==> config.mk <==
export PLATFORM = sky130hd
export DESIGN_NAME = fwd_hazard_unit
export DESIGN_NICKNAME = d
export VERILOG_FILES = /design/src/rtl/fwd_pkg.sv /design/src/rtl/fwd_operand_sel.sv /design/src/rtl/fwd_load_use.sv /design/src/rtl/fwd_hazard_unit.sv
export SDC_FILE = /design/constraint.sdc
export NUM_CORES = 1
export LEC_CHECK = 0
export BUFFER_PORTS_ARGS = -buffer_cell sky130_fd_sc_hd__buf_2
export CAP_MARGIN = 15
export CELL_PAD_IN_SITES_DETAIL_PLACEMENT = 1
export CELL_PAD_IN_SITES_GLOBAL_PLACEMENT = 1
export CORE_MARGIN = 3
export CORE_UTILIZATION = 20
export DETAILED_ROUTE_END_ITERATION = 10
export GPL_TIMING_DRIVEN = 0
export PLACE_DENSITY = 0.91
export SLEW_MARGIN = 25
export SYNTH_ARGS = -nofsm -noshare
export SYNTH_HDL_FRONTEND = slang
export SYNTH_SLANG_ARGS = --single-unit
export TNS_END_PERCENT = 1
==> constraint.sdc <==
create_clock -name vclk -period 1.5
set_input_delay 0.3 -clock vclk [all_inputs]
set_output_delay 0.3 -clock vclk [all_outputs]
set_load 0.01 [all_outputs]
==> src/rtl/fwd_pkg.sv <==
package fwd_pkg;
   typedef enum logic [1:0] {
      SRC_REGFILE = 2'b00,
      SRC_MEMWB   = 2'b01,
      SRC_EXMEM   = 2'b10
   } opsel_e;
endpackage

==> src/rtl/fwd_operand_sel.sv <==
module fwd_operand_sel
   import fwd_pkg::*;
#(
   parameter int REG_AW     = 5,
   parameter bit HARD_ZERO  = 1'b1
) (
   input  logic [REG_AW-1:0] src,
   input  logic [REG_AW-1:0] exm_dst,
   input  logic              exm_wr_en,
   input  logic [REG_AW-1:0] mwb_dst,
   input  logic              mwb_wr_en,
   output opsel_e            sel
);
   localparam logic [REG_AW-1:0] ZERO_REG = '0;

   logic exm_live;
   logic mwb_live;
   logic exm_hit;
   logic mwb_hit;

   generate
      if (HARD_ZERO) begin : g_zero_fixed
         assign exm_live = exm_wr_en && (exm_dst != ZERO_REG);
         assign mwb_live = mwb_wr_en && (mwb_dst != ZERO_REG);
      end else begin : g_zero_plain
         assign exm_live = exm_wr_en;
         assign mwb_live = mwb_wr_en;
      end
   endgenerate

   assign exm_hit = exm_live && (exm_dst == src);
   assign mwb_hit = mwb_live && (mwb_dst == src);

   always_comb begin
      if (exm_hit)      sel = SRC_EXMEM;
      else if (mwb_hit) sel = SRC_MEMWB;
      else              sel = SRC_REGFILE;
   end

   always_comb begin
      assert_legal_code_R4: assert (sel != 2'b11);
      assert_memwb_source_R2: assert ((sel != SRC_MEMWB) || (mwb_wr_en && mwb_dst == src));
      assert_exmem_source_R1: assert ((sel != SRC_EXMEM) || (exm_wr_en && exm_dst == src));
      if (HARD_ZERO) begin
         assert_no_zero_bypass_R5: assert ((sel == SRC_REGFILE) || (src != ZERO_REG));
      end
   end
endmodule

==> src/rtl/fwd_load_use.sv <==
module fwd_load_use #(
   parameter int REG_AW    = 5,
   parameter bit HARD_ZERO = 1'b1
) (
   input  logic [REG_AW-1:0] id_src_a,
   input  logic [REG_AW-1:0] id_src_b,
   input  logic              id_use_a,
   input  logic              id_use_b,
   input  logic [REG_AW-1:0] ex_dst,
   input  logic              ex_is_load,
   output logic              stall
);
   localparam logic [REG_AW-1:0] ZERO_REG = '0;

   logic load_live;
   logic dep_a;
   logic dep_b;

   generate
      if (HARD_ZERO) begin : g_zero_fixed
         assign load_live = ex_is_load && (ex_dst != ZERO_REG);
      end else begin : g_zero_plain
         assign load_live = ex_is_load;
      end
   endgenerate

   assign dep_a = id_use_a && (id_src_a == ex_dst);
   assign dep_b = id_use_b && (id_src_b == ex_dst);
   assign stall = load_live && (dep_a || dep_b);

   always_comb begin
      assert_stall_needs_load_R8: assert (!stall || ex_is_load);
      assert_stall_needs_use_R8: assert (!stall || id_use_a || id_use_b);
   end
endmodule

==> src/rtl/fwd_hazard_unit.sv <==
module fwd_hazard_unit
   import fwd_pkg::*;
#(
   parameter int REG_AW    = 5,
   parameter bit HARD_ZERO = 1'b1
) (
   input  logic [REG_AW-1:0] id_src_a,
   input  logic [REG_AW-1:0] id_src_b,
   input  logic              id_use_a,
   input  logic              id_use_b,
   input  logic [REG_AW-1:0] ex_src_a,
   input  logic [REG_AW-1:0] ex_src_b,
   input  logic [REG_AW-1:0] ex_dst,
   input  logic              ex_is_load,
   input  logic [REG_AW-1:0] exm_dst,
   input  logic              exm_wr_en,
   input  logic [REG_AW-1:0] mwb_dst,
   input  logic              mwb_wr_en,
   output logic [1:0]        op_a_sel,
   output logic [1:0]        op_b_sel,
   output logic              pc_hold,
   output logic              ifid_hold,
   output logic              idex_bubble
);
   localparam int NUM_OPS = 2;

   generate
      if (REG_AW < 1 || REG_AW > 8) begin : g_bad_width
         $error("fwd_hazard_unit: REG_AW must lie in 1..8");
      end
   endgenerate

   logic [REG_AW-1:0] ex_src [NUM_OPS];
   opsel_e            op_sel [NUM_OPS];
   logic              stall;

   assign ex_src[0] = ex_src_a;
   assign ex_src[1] = ex_src_b;

   generate
      for (genvar i = 0; i < NUM_OPS; i++) begin : g_op
         fwd_operand_sel #(
            .REG_AW    (REG_AW),
            .HARD_ZERO (HARD_ZERO)
         ) u_sel (
            .src       (ex_src[i]),
            .exm_dst   (exm_dst),
            .exm_wr_en (exm_wr_en),
            .mwb_dst   (mwb_dst),
            .mwb_wr_en (mwb_wr_en),
            .sel       (op_sel[i])
         );
      end
   endgenerate

   assign op_a_sel = op_sel[0];
   assign op_b_sel = op_sel[1];

   fwd_load_use #(
      .REG_AW    (REG_AW),
      .HARD_ZERO (HARD_ZERO)
   ) u_load_use (
      .id_src_a   (id_src_a),
      .id_src_b   (id_src_b),
      .id_use_a   (id_use_a),
      .id_use_b   (id_use_b),
      .ex_dst     (ex_dst),
      .ex_is_load (ex_is_load),
      .stall      (stall)
   );

   assign pc_hold     = stall;
   assign ifid_hold   = stall;
   assign idex_bubble = stall;

   always_comb begin
      assert_stall_agree_R9: assert ((pc_hold == ifid_hold) && (ifid_hold == idex_bubble));
      assert_prio_R3: assert (!(exm_wr_en && exm_dst == ex_src_a && exm_dst != '0)
                              || op_a_sel == 2'b10);
   end
endmodule

## Word level (Yosys, flattened, before mapping)

Index checks and enable logic that the tools add are counted.

| word-level totals | value |
|---|---|
| flip-flop bits (word level) | 0 |
| word-level logic and storage cells | 24 |

| operators by class | value |
|---|---|
| equality and inequality tests | 6 |
| multiplexer cells | 4 |
| reduce and logical (&&, ||, !) cells | 14 |

Operators with widths:

| cell | count |
|---|---|
| 5-bit == test | 6 |
| 5-bit nonzero test | 3 |
| 1-bit logical AND | 10 |
| 2-bit two-way mux | 2 |
| 1-bit two-way mux | 2 |
| 1-bit logical OR | 1 |

## Depth between registers and ports, before layout

Gate-level depths: netlist of the first run.

| depth | value |
|---|---|
| depth in word-level cells | 5 |
| mapped depth | 5 |
| mapped depth without buffers | 4 |

## Cells and area by module

A second synthesis of the first run with hierarchy kept.

| second synthesis, totals | value |
|---|---|
| cell total of the unflattened synthesis | 61 |
| area, all modules | 466.7 um2 |

Modules (own cells, without submodules):

| module | instances | cells an instance | area each (um2) | sequential area each (um2) |
|---|---|---|---|---|
| fwd_operand_sel | 2 | 21 | 158.9 | 0.0 |
| fwd_load_use | 1 | 17 | 133.9 | 0.0 |
| fwd_hazard_unit | 1 | 2 | 15.0 | 0.0 |

## Worst setup path after synthesis of the first run

OpenSTA, ideal clock, no wires.

| timing path | value |
|---|---|
| path kind | in2out |
| start point | input port exm_dst[0] |
| end point | output port op_a_sel[0] |
| data arrival time | 1.405 ns |
| data required time | 1.200 ns |
| path slack | -0.205 ns |
| cell stages on the path | 4 |
| buffers on the path | 0 |
| cell sequence | or4_1 o21ai_2 nor4_1 nor4_2 |

| on the way | value |
|---|---|
| word-level cells in the longest chain between the ends | 4 |

Ends and longest elaborated chain:

| item | RTL line | RTL |
|---|---|---|
| start: declaration | fwd_hazard_unit.sv:15 | `input logic [REG_AW-1:0] exm_dst,` |
| 5-bit nonzero test | fwd_operand_sel.sv:23 | `assign exm_live = exm_wr_en && (exm_dst != ZERO_REG);` |
| 1-bit logical AND | fwd_operand_sel.sv:23 |  |
| 1-bit logical AND * | fwd_operand_sel.sv:31 | `assign exm_hit = exm_live && (exm_dst == src);` |
| net g_op[0].u_sel.exm_hit | fwd_operand_sel.sv:18 | `logic exm_hit;` |
| 2-bit two-way mux * | fwd_operand_sel.sv:35 | `if (exm_hit) sel = SRC_EXMEM;` |
| end: declaration | fwd_hazard_unit.sv:19 | `output logic [1:0] op_a_sel,` |

The timed path passes the listed nets; every way through them passes the cells marked *.

## Worst setup path in the final report of the first run

| timing path | value |
|---|---|
| start point | input port exm_dst[0] |
| end point | output port op_b_sel[0] |

| on the way | value |
|---|---|
| word-level cells in the longest chain between the ends | 4 |

Ends and longest elaborated chain:

| item | RTL line | RTL |
|---|---|---|
| 5-bit nonzero test | fwd_operand_sel.sv:23 |  |
| 1-bit logical AND | fwd_operand_sel.sv:23 |  |
| 1-bit logical AND * | fwd_operand_sel.sv:31 |  |
| net g_op[1].u_sel.exm_hit | fwd_operand_sel.sv:18 |  |
| 2-bit two-way mux * | fwd_operand_sel.sv:35 |  |
| end: declaration | fwd_hazard_unit.sv:20 | `output logic [1:0] op_b_sel,` |

Marks and branches as above.

==> flow_summary.ini, run 1 <==
[status]
status = finished with violations
violations = negative setup slack

[timing]
max-slew-margin-rel_pct = 72.91
timing.final.hold_violations = 0
slew_violations = 0
rsz0062_at_grt = yes
setup_tns_ps = -2060
setup_violations = 7
period_needed_ps = 1873
period_share_pct = 124.9
setup_slack_ps = -373.4
worst_pin_slew_ps = 403.0
fmax_mhz = 533.8

[synth]
ys_types = 11
syn-cell-area_um2 = 424.2
synth_area_leaders = xor2_1 45%, xnor2_1 17%, or4_1 8.8%
ys_warn_count = 0
synth_top_area_cell = xor2_1
synth_nets = 93
syn_area_per_cell_um2 = 8.003
seq_area_frac_synth_pct = 0
syn_inst = 53
synthDominantCellAreaShare_pct = 45.43

[floorplanning]
die_h_um = 52.05
start_util_pct = 21.40
coreArea_um2 = 1982
fp.dieW_um = 52.05
die_area_um2 = 2709
rows = 16
io_pins = 47

[critical_path]
cp.arrival_ps = 1570
startpoint = exm_dst[0]
crit_slowest_cell = or4_1
startpoint_type = primary input
end_kind = primary output
critPathMostFrequentCell = buf_2
setup.worst_path.class = in -> out
cp.required_ps = 1200
cpPeakStageDelay_ps = 530
endpoint = op_b_sel[0]
cp_cell_sequence = buf_2, or4_1, o21ai_2, nor4_2, nor4_4, buf_2
crit_fanout = 3

[route]
firstDrtPassIters = 4
drc = 0
antenna_left = 0
avgViaCountPerCell = 4.559
wl_per_cell_um = 13.57
route.vias.total = 579
drtIter0Drc = 1
wl_um = 1724

[finish]
final-seq-area_um2 = 0
fin_cells = 127
final_area_um2 = 754.5
fillers = 258
seq_cells = 0
drive_gt1_share_pct = 59.00
clkbuf_count = 0
finish.utilization_pct = 38.07
layout.nets = 142
syn_to_final_growth_pct = 77.88
final_common_cell = buf_2
multi_input_area_um2 = 435.4
layout_common_cells = 42 x buf_2, 22 x xor2_1, 8 x xnor2_1, 7 x buf_4, 4 x nand3_1
diodes = 0

[placed_design]
place_congestion = 0.7185
placement.cell_area_um2 = 718.2
dp.cells = 127
dp_hpwl_um = 1525
dp_slack_ps = -399.2
portBuffers = 47

[min_path]
holdPathStages = 4
holdCritPathClass = in -> out

[flow_run]
max-cap-violations = 0

[pwr]
powerDensity_nw_per_um2 = 252.7
ir_drop_mv = 0.07363
leakagePower_nw = 0.3540

[grt]
grt_usage_pct = 12.63
grt_max_degree = 4
grt_overflow_total = 0
grt_pass1_wl_um = 2684
grt_pass1_vias = 675
antenna_found_initial = 0

[clock_tree]
postCtsSetupBuffers = 0
## worst min path at each step
stage	start	end	slack (ps)
floorplan	ex_is_load	idex_bubble	730
global placement	ex_is_load	idex_bubble	950
detailed placement	ex_is_load	idex_bubble	970
CTS	ex_is_load	idex_bubble	980
global route	ex_is_load	idex_bubble	1010
finish	ex_is_load	idex_bubble	980
## worst max-delay path, delay by kind of cell
| family | cells | cell delay (ps) |
|---|---|---|
| AND/OR/NAND/NOR | 3 | 770 |
| buffers and inverters | 2 | 290 |
| AO/OA/AOI/OAI | 1 | 210 |
## kinds of logic (layout without fill, tap and decap cells)
kind of cell | count (synthesis) | after routing | synth area share (%)
xor+xnor | 30 | 30 | 61.95
simple gates | 15 | 15 | 25.37
compound gates | 4 | 4 | 5.602
buf+inv | 4 | 51 | 7.080
## Yosys cell counts (all sizes together)
library cell / count
xor2: 22
xnor2: 8
nor4: 6
or4: 5
buf: 4
nand3: 4
o21ai: 3
a21oi: 1
## metrics by stage
stage / total power (W) / hold WS, ps
4_1_cts: 0.0001890 / 980.6
6_report: 0.0001906 / 975.4
5_1_grt: 0.0002078 / 1006
3_3_place_gp: 0.0001706 / 948.4
3_5_place_dp: 0.0001804 / 971.2
2_1_floorplan: 0.00008490 / 728.7
## power breakdown
| part | internal [W] | switching [W] |
|---|---|---|
| registers | 0 | 0 |
| clock network | 0 | 0 |
| logic | 0.0000967 | 0.0000939 |
| total | 0.0000967 | 0.0000939 |
## area by class of cell
type               count  area share (%)
repair buffers        47           33.83
plain buffers          4           3.980
multi-input cells     49           57.71
well taps             27           4.478
## per-layer routing
metal  wire length [um]  global-route usage (%)  share of wire [%]
met5                  0                       0                  0
met2                935                   27.62                 54
met3                190                   1.433                 11
met1                560                   11.73                 32
met4                 38                   3.057                2.2
## repair_timing
item	in CTS	in global routing
hold buffers	0	0
pin swaps	5	5
endpoints found under the setup margin	7	7
resized for setup	7	3
(Power assumes the default switching activity.)
==> inputs of run 2 (changes only) <==
--- a/config.mk
+++ b/config.mk
@@ -13,6 +13,7 @@
 export CORE_UTILIZATION = 20
 export DETAILED_ROUTE_END_ITERATION = 10
 export GPL_TIMING_DRIVEN = 0
+export MAX_ROUTING_LAYER = met4
 export PLACE_DENSITY = 0.91
 export SLEW_MARGIN = 25
 export SYNTH_ARGS = -nofsm -noshare
==> run 2 against run 1 <==
Compared with the run above: largest power group unchanged; non-clock buffer count did not move; hold slack barely moved; the flow still finishes with violations (negative setup slack); first-iteration DRC count stayed put; die area did not move; worst setup slack did not move; global-route usage is 0.32 points higher; clock-buffer cell count unchanged.
==> flow_summary.ini, run 2 (synthesis results as in run 1) <==
[timing]
period_needed_ps = 1873
setup_slack_ps = -373.4
setup_tns_ps = -2061
max-slew-margin-rel_pct = 72.91
slew_violations = 0
fmax_mhz = 533.8
setup_violations = 7
timing.final.hold_violations = 0
period_share_pct = 124.9
rsz0062_at_grt = yes
worst_pin_slew_ps = 403.0

[status]
violations = negative setup slack
status = finished with violations

[pwr]
powerDensity_nw_per_um2 = 252.7
leakagePower_nw = 0.3540
ir_drop_mv = 0.07359

[finish]
fillers = 258
final-seq-area_um2 = 0
syn_to_final_growth_pct = 77.88
clkbuf_count = 0
layout.nets = 142
final_common_cell = buf_2
drive_gt1_share_pct = 59.00
diodes = 0
layout_common_cells = 42 x buf_2, 22 x xor2_1, 8 x xnor2_1, 7 x buf_4, 4 x nand3_1
seq_cells = 0
finish.utilization_pct = 38.07

[critical_path]
cpPeakStageDelay_ps = 530
startpoint_type = primary input
cp_cell_sequence = buf_2, or4_1, o21ai_2, nor4_2, nor4_4, buf_2
crit_fanout = 3
cp.required_ps = 1200
cp.arrival_ps = 1570
crit_slowest_cell = or4_1
critPathMostFrequentCell = buf_2
startpoint = exm_dst[0]
setup.worst_path.class = in -> out
end_kind = primary output

[min_path]
holdCritPathClass = in -> out
min_from = ex_is_load

[grt]
grt_usage_pct = 12.96
grt_pass1_vias = 675
grt_pass1_wl_um = 2684
grt_max_degree = 4
antenna_found_initial = 0
grt_overflow_total = 0

[floorplanning]
coreArea_um2 = 1982
start_util_pct = 21.40
io_pins = 47
die_area_um2 = 2709
fp.dieW_um = 52.05
die_h_um = 52.05
rows = 16

[route]
avgViaCountPerCell = 4.559
wl_per_cell_um = 13.57
firstDrtPassIters = 4
drc = 0
route.vias.total = 579
wl_um = 1723
antenna_left = 0
drtIter0Drc = 1

[flow_run]
max-cap-violations = 0

[placed_design]
dp_hpwl_um = 1525
portBuffers = 47
dp_slack_ps = -399.2
place_congestion = 0.7269

[clock_tree]
ctsHoldBuffers = 0
## run 2: cell counts in the layout (fill, tap and decap cells not counted)
Identical to the previous run, type by type.
## run 2: power breakdown
group / total (W) / switching (W) / internal (W)
registers: 0 / 0 / 0
logic: 0.000191 / 0.0000939 / 0.0000967
clock network: 0 / 0 / 0
## run 2: critical path: cells and delay by family
family                 cells  cell delay [ps]
and+or+nand+nor            3              770
buffers and inverters      2              290
AOI/OAI and AO/OA          1              210
## run 2: cell type report
type | count | area, um^2 | area share, %
multi-input cells | 49 | 435.4 | 57.71
repair buffers | 47 | 255.2 | 33.83
well taps | 27 | 33.78 | 4.478
plain buffers | 4 | 30.03 | 3.980
## run 2: path summary, 6_finish.rpt
kind | depth (start not counted) | slack [ps] | to
max | 6 | -370 | op_b_sel[0]
min | 4 | 980 | idex_bubble
## run 2: what timing repair did
item | 4_1_cts | 5_1_grt
setup buffers | 0 | 0
pin swaps | 5 | 5
resized for setup | 7 | 3
gates cloned | 0 | 0
setup endpoints to repair | 7 | 7
## run 2: stage by stage
| step | total power, W | instances | hold slack (ps) | area, um^2 |
|---|---|---|---|---|
| 6_report | 0.0001906 | 127 | 975.8 | 754.5 |
| 5_1_grt | 0.0002077 | 127 | 1006 | 754.5 |
| 4_1_cts | 0.0001890 | 127 | 980.6 | 745.7 |
| 3_5_place_dp | 0.0001804 | 127 | 971.2 | 718.2 |
| 3_3_place_gp | 0.0001706 | 127 | 948.4 | 718.2 |
| 2_1_floorplan | 0.00008490 | 53 | 728.7 | 449.2 |
## run 2: layer usage
metal  vias up  global-route usage (%)  part of all wire, %
li1        279                       -                    -
met1       251                   12.07                   33
met2        45                   27.62                   54
met3         4                  0.8596                   11
met4         0                   3.057                  2.2
met5         -                       -                    0
==> inputs of run 3 (changes only) <==
==> constraint.sdc (replaced) <==
create_clock -name vclk -period 1.5
set_input_delay 0.075 -clock vclk [all_inputs]
set_output_delay 0.075 -clock vclk [all_outputs]
set_load 0.01 [all_outputs]
==> run 3 against run 2 <==
Compared with the run above: the run now ends clean; die area did not move; non-clock buffer count did not move; power down 11%; highest routed layer is now met3.
==> flow_summary.ini, run 3 (synthesis results as in run 1) <==
[grt]
grt_pass1_wl_um = 2615
grt_overflow_total = 0
grt_pass1_vias = 602
grt_usage_pct = 12.59
antenna_found_initial = 0
grt_max_degree = 4

[finish]
layout_common_cells = 47 x buf_2, 22 x xor2_1, 8 x xnor2_1
seq_cells = 0
finish.utilization_pct = 35.54
diodes = 0
syn_to_final_growth_pct = 66.08
layout.nets = 142
final-seq-area_um2 = 0
clkbuf_count = 0
final_common_cell = buf_2
drive_gt1_share_pct = 55.00

[timing]
period_share_pct = 92.84
setup_violations = 0
max-slew-margin-rel_pct = 69.69
fmax_mhz = 718.1
worst_pin_slew_ps = 450.6
timing.final.hold_violations = 0
slew_violations = 0
rsz0062_at_grt = no
setup_slack_ps = 107.5
period_needed_ps = 1393

[floorplanning]
fp.dieW_um = 52.05
io_pins = 47
die_h_um = 52.05
rows = 16
coreArea_um2 = 1982
start_util_pct = 21.40
die_area_um2 = 2709

[route]
avgViaCountPerCell = 4.299
firstDrtPassIters = 1
drc = 0
wl_per_cell_um = 12.89
antenna_left = 0
drtIter0Drc = 0
wl_um = 1637
route.vias.total = 546

[flow_run]
max-cap-violations = 0

[pwr]
seqPwrFrac_pct = 0
powerDensity_nw_per_um2 = 240.0
leakagePower_nw = 0.3471
combPwrFrac_pct = 100.0
clkPwrFrac_pct = 0
switchingPower_w = 0.00008011
ir_drop_mv = 0.08487
cellInternalPower_w = 0.00008898
switching_share_pct = 47.38

[placed_design]
portBuffers = 47
dp_hpwl_um = 1534
place_congestion = 0.7183
dp_slack_ps = -2.681

[critical_path]
cp.required_ps = 1420
critPathMostFrequentCell = buf_2
crit_slowest_cell = nor4_1
setup.worst_path.class = in -> out
startpoint_type = primary input
crit_fanout = 3
cp_cell_sequence = buf_2, xor2_1, nor4_1, nand3_1, a21oi_1, buf_4, buf_2
cpPeakStageDelay_ps = 310
cp.arrival_ps = 1320
end_kind = primary output

[min_path]
min_from = ex_is_load
holdPathStages = 4
holdCritPathClass = in -> out
holdPathEnd = idex_bubble

[clock_tree]
ctsHoldBuffers = 0
postCtsSetupBuffers = 0

[status]
status = finished, final reports clean
==> run 3: cell counts in the layout (fill, tap and decap cells not counted) <==
Identical to the previous run, type by type.
==> run 3: what timing repair did <==
action	4_1_cts	5_1_grt
pin swaps	0	5
endpoints found under the setup margin	2	2
gates resized for setup	0	2
==> run 3: power by group through the flow <==
stage | combinational, W | clock [W] | sequential (W)
finish | 0.000169 | 0 | 0
global route | 0.000190 | 0 | 0
CTS | 0.000168 | 0 | 0
detailed placement | 0.000168 | 0 | 0
global placement | 0.000159 | 0 | 0
floorplan | 0.0000744 | 0 | 0
==> run 3: area by class of cell <==
class                           count  area, um^2
Fill cell                         267        1277
Multi-Input combinational cell     49       405.4
Timing Repair Buffer               47       235.2
Tap cell                           27       33.78
Buffer                              4       30.03
==> run 3: critical path: cells and delay by family <==
family	cells	cell delay [ps]
buffers and inverters	3	390
AND/OR/NAND/NOR	2	450
XOR/XNOR	1	150
AO/OA/AOI/OAI	1	260
==> run 3: worst max-delay path by stage <==
stage / end / start / slack, ps
after floorplan: op_a_sel[0] / exm_dst[0] / 240
after global placement: op_b_sel[0] / exm_dst[0] / 10
after detailed placement: op_b_sel[0] / exm_dst[0] / -3
after CTS: op_b_sel[0] / exm_dst[0] / -8
after global routing: ifid_hold / ex_dst[0] / 5
final: ifid_hold / ex_dst[0] / 110
==> run 3: routing by layer <==
metal | global-route usage, % | wire, um | vias to the layer above
li1 | - | - | 280
met1 | 13.95 | 601 | 245
met2 | 25.94 | 938 | 21
met3 | 0.2865 | 98 | 0
met4 | 0 | 0 | 0
met5 | - | 0 | -
==> run 3: metrics by stage <==
stage / hold slack [ps] / setup TNS, ps / power, W / instances / cell area, um^2
6_report: 520.8 / 0 / 0.0001691 / 127 / 704.4
5_1_grt: 543.1 / 0 / 0.0001899 / 127 / 704.4
4_1_cts: 520.6 / -12.52 / 0.0001681 / 127 / 693.2
3_5_place_dp: 522.1 / -2.681 / 0.0001677 / 127 / 693.2
3_3_place_gp: 499.1 / 0 / 0.0001594 / 127 / 693.2
2_1_floorplan: 278.7 / 0 / 0.00007443 / 53 / 424.2
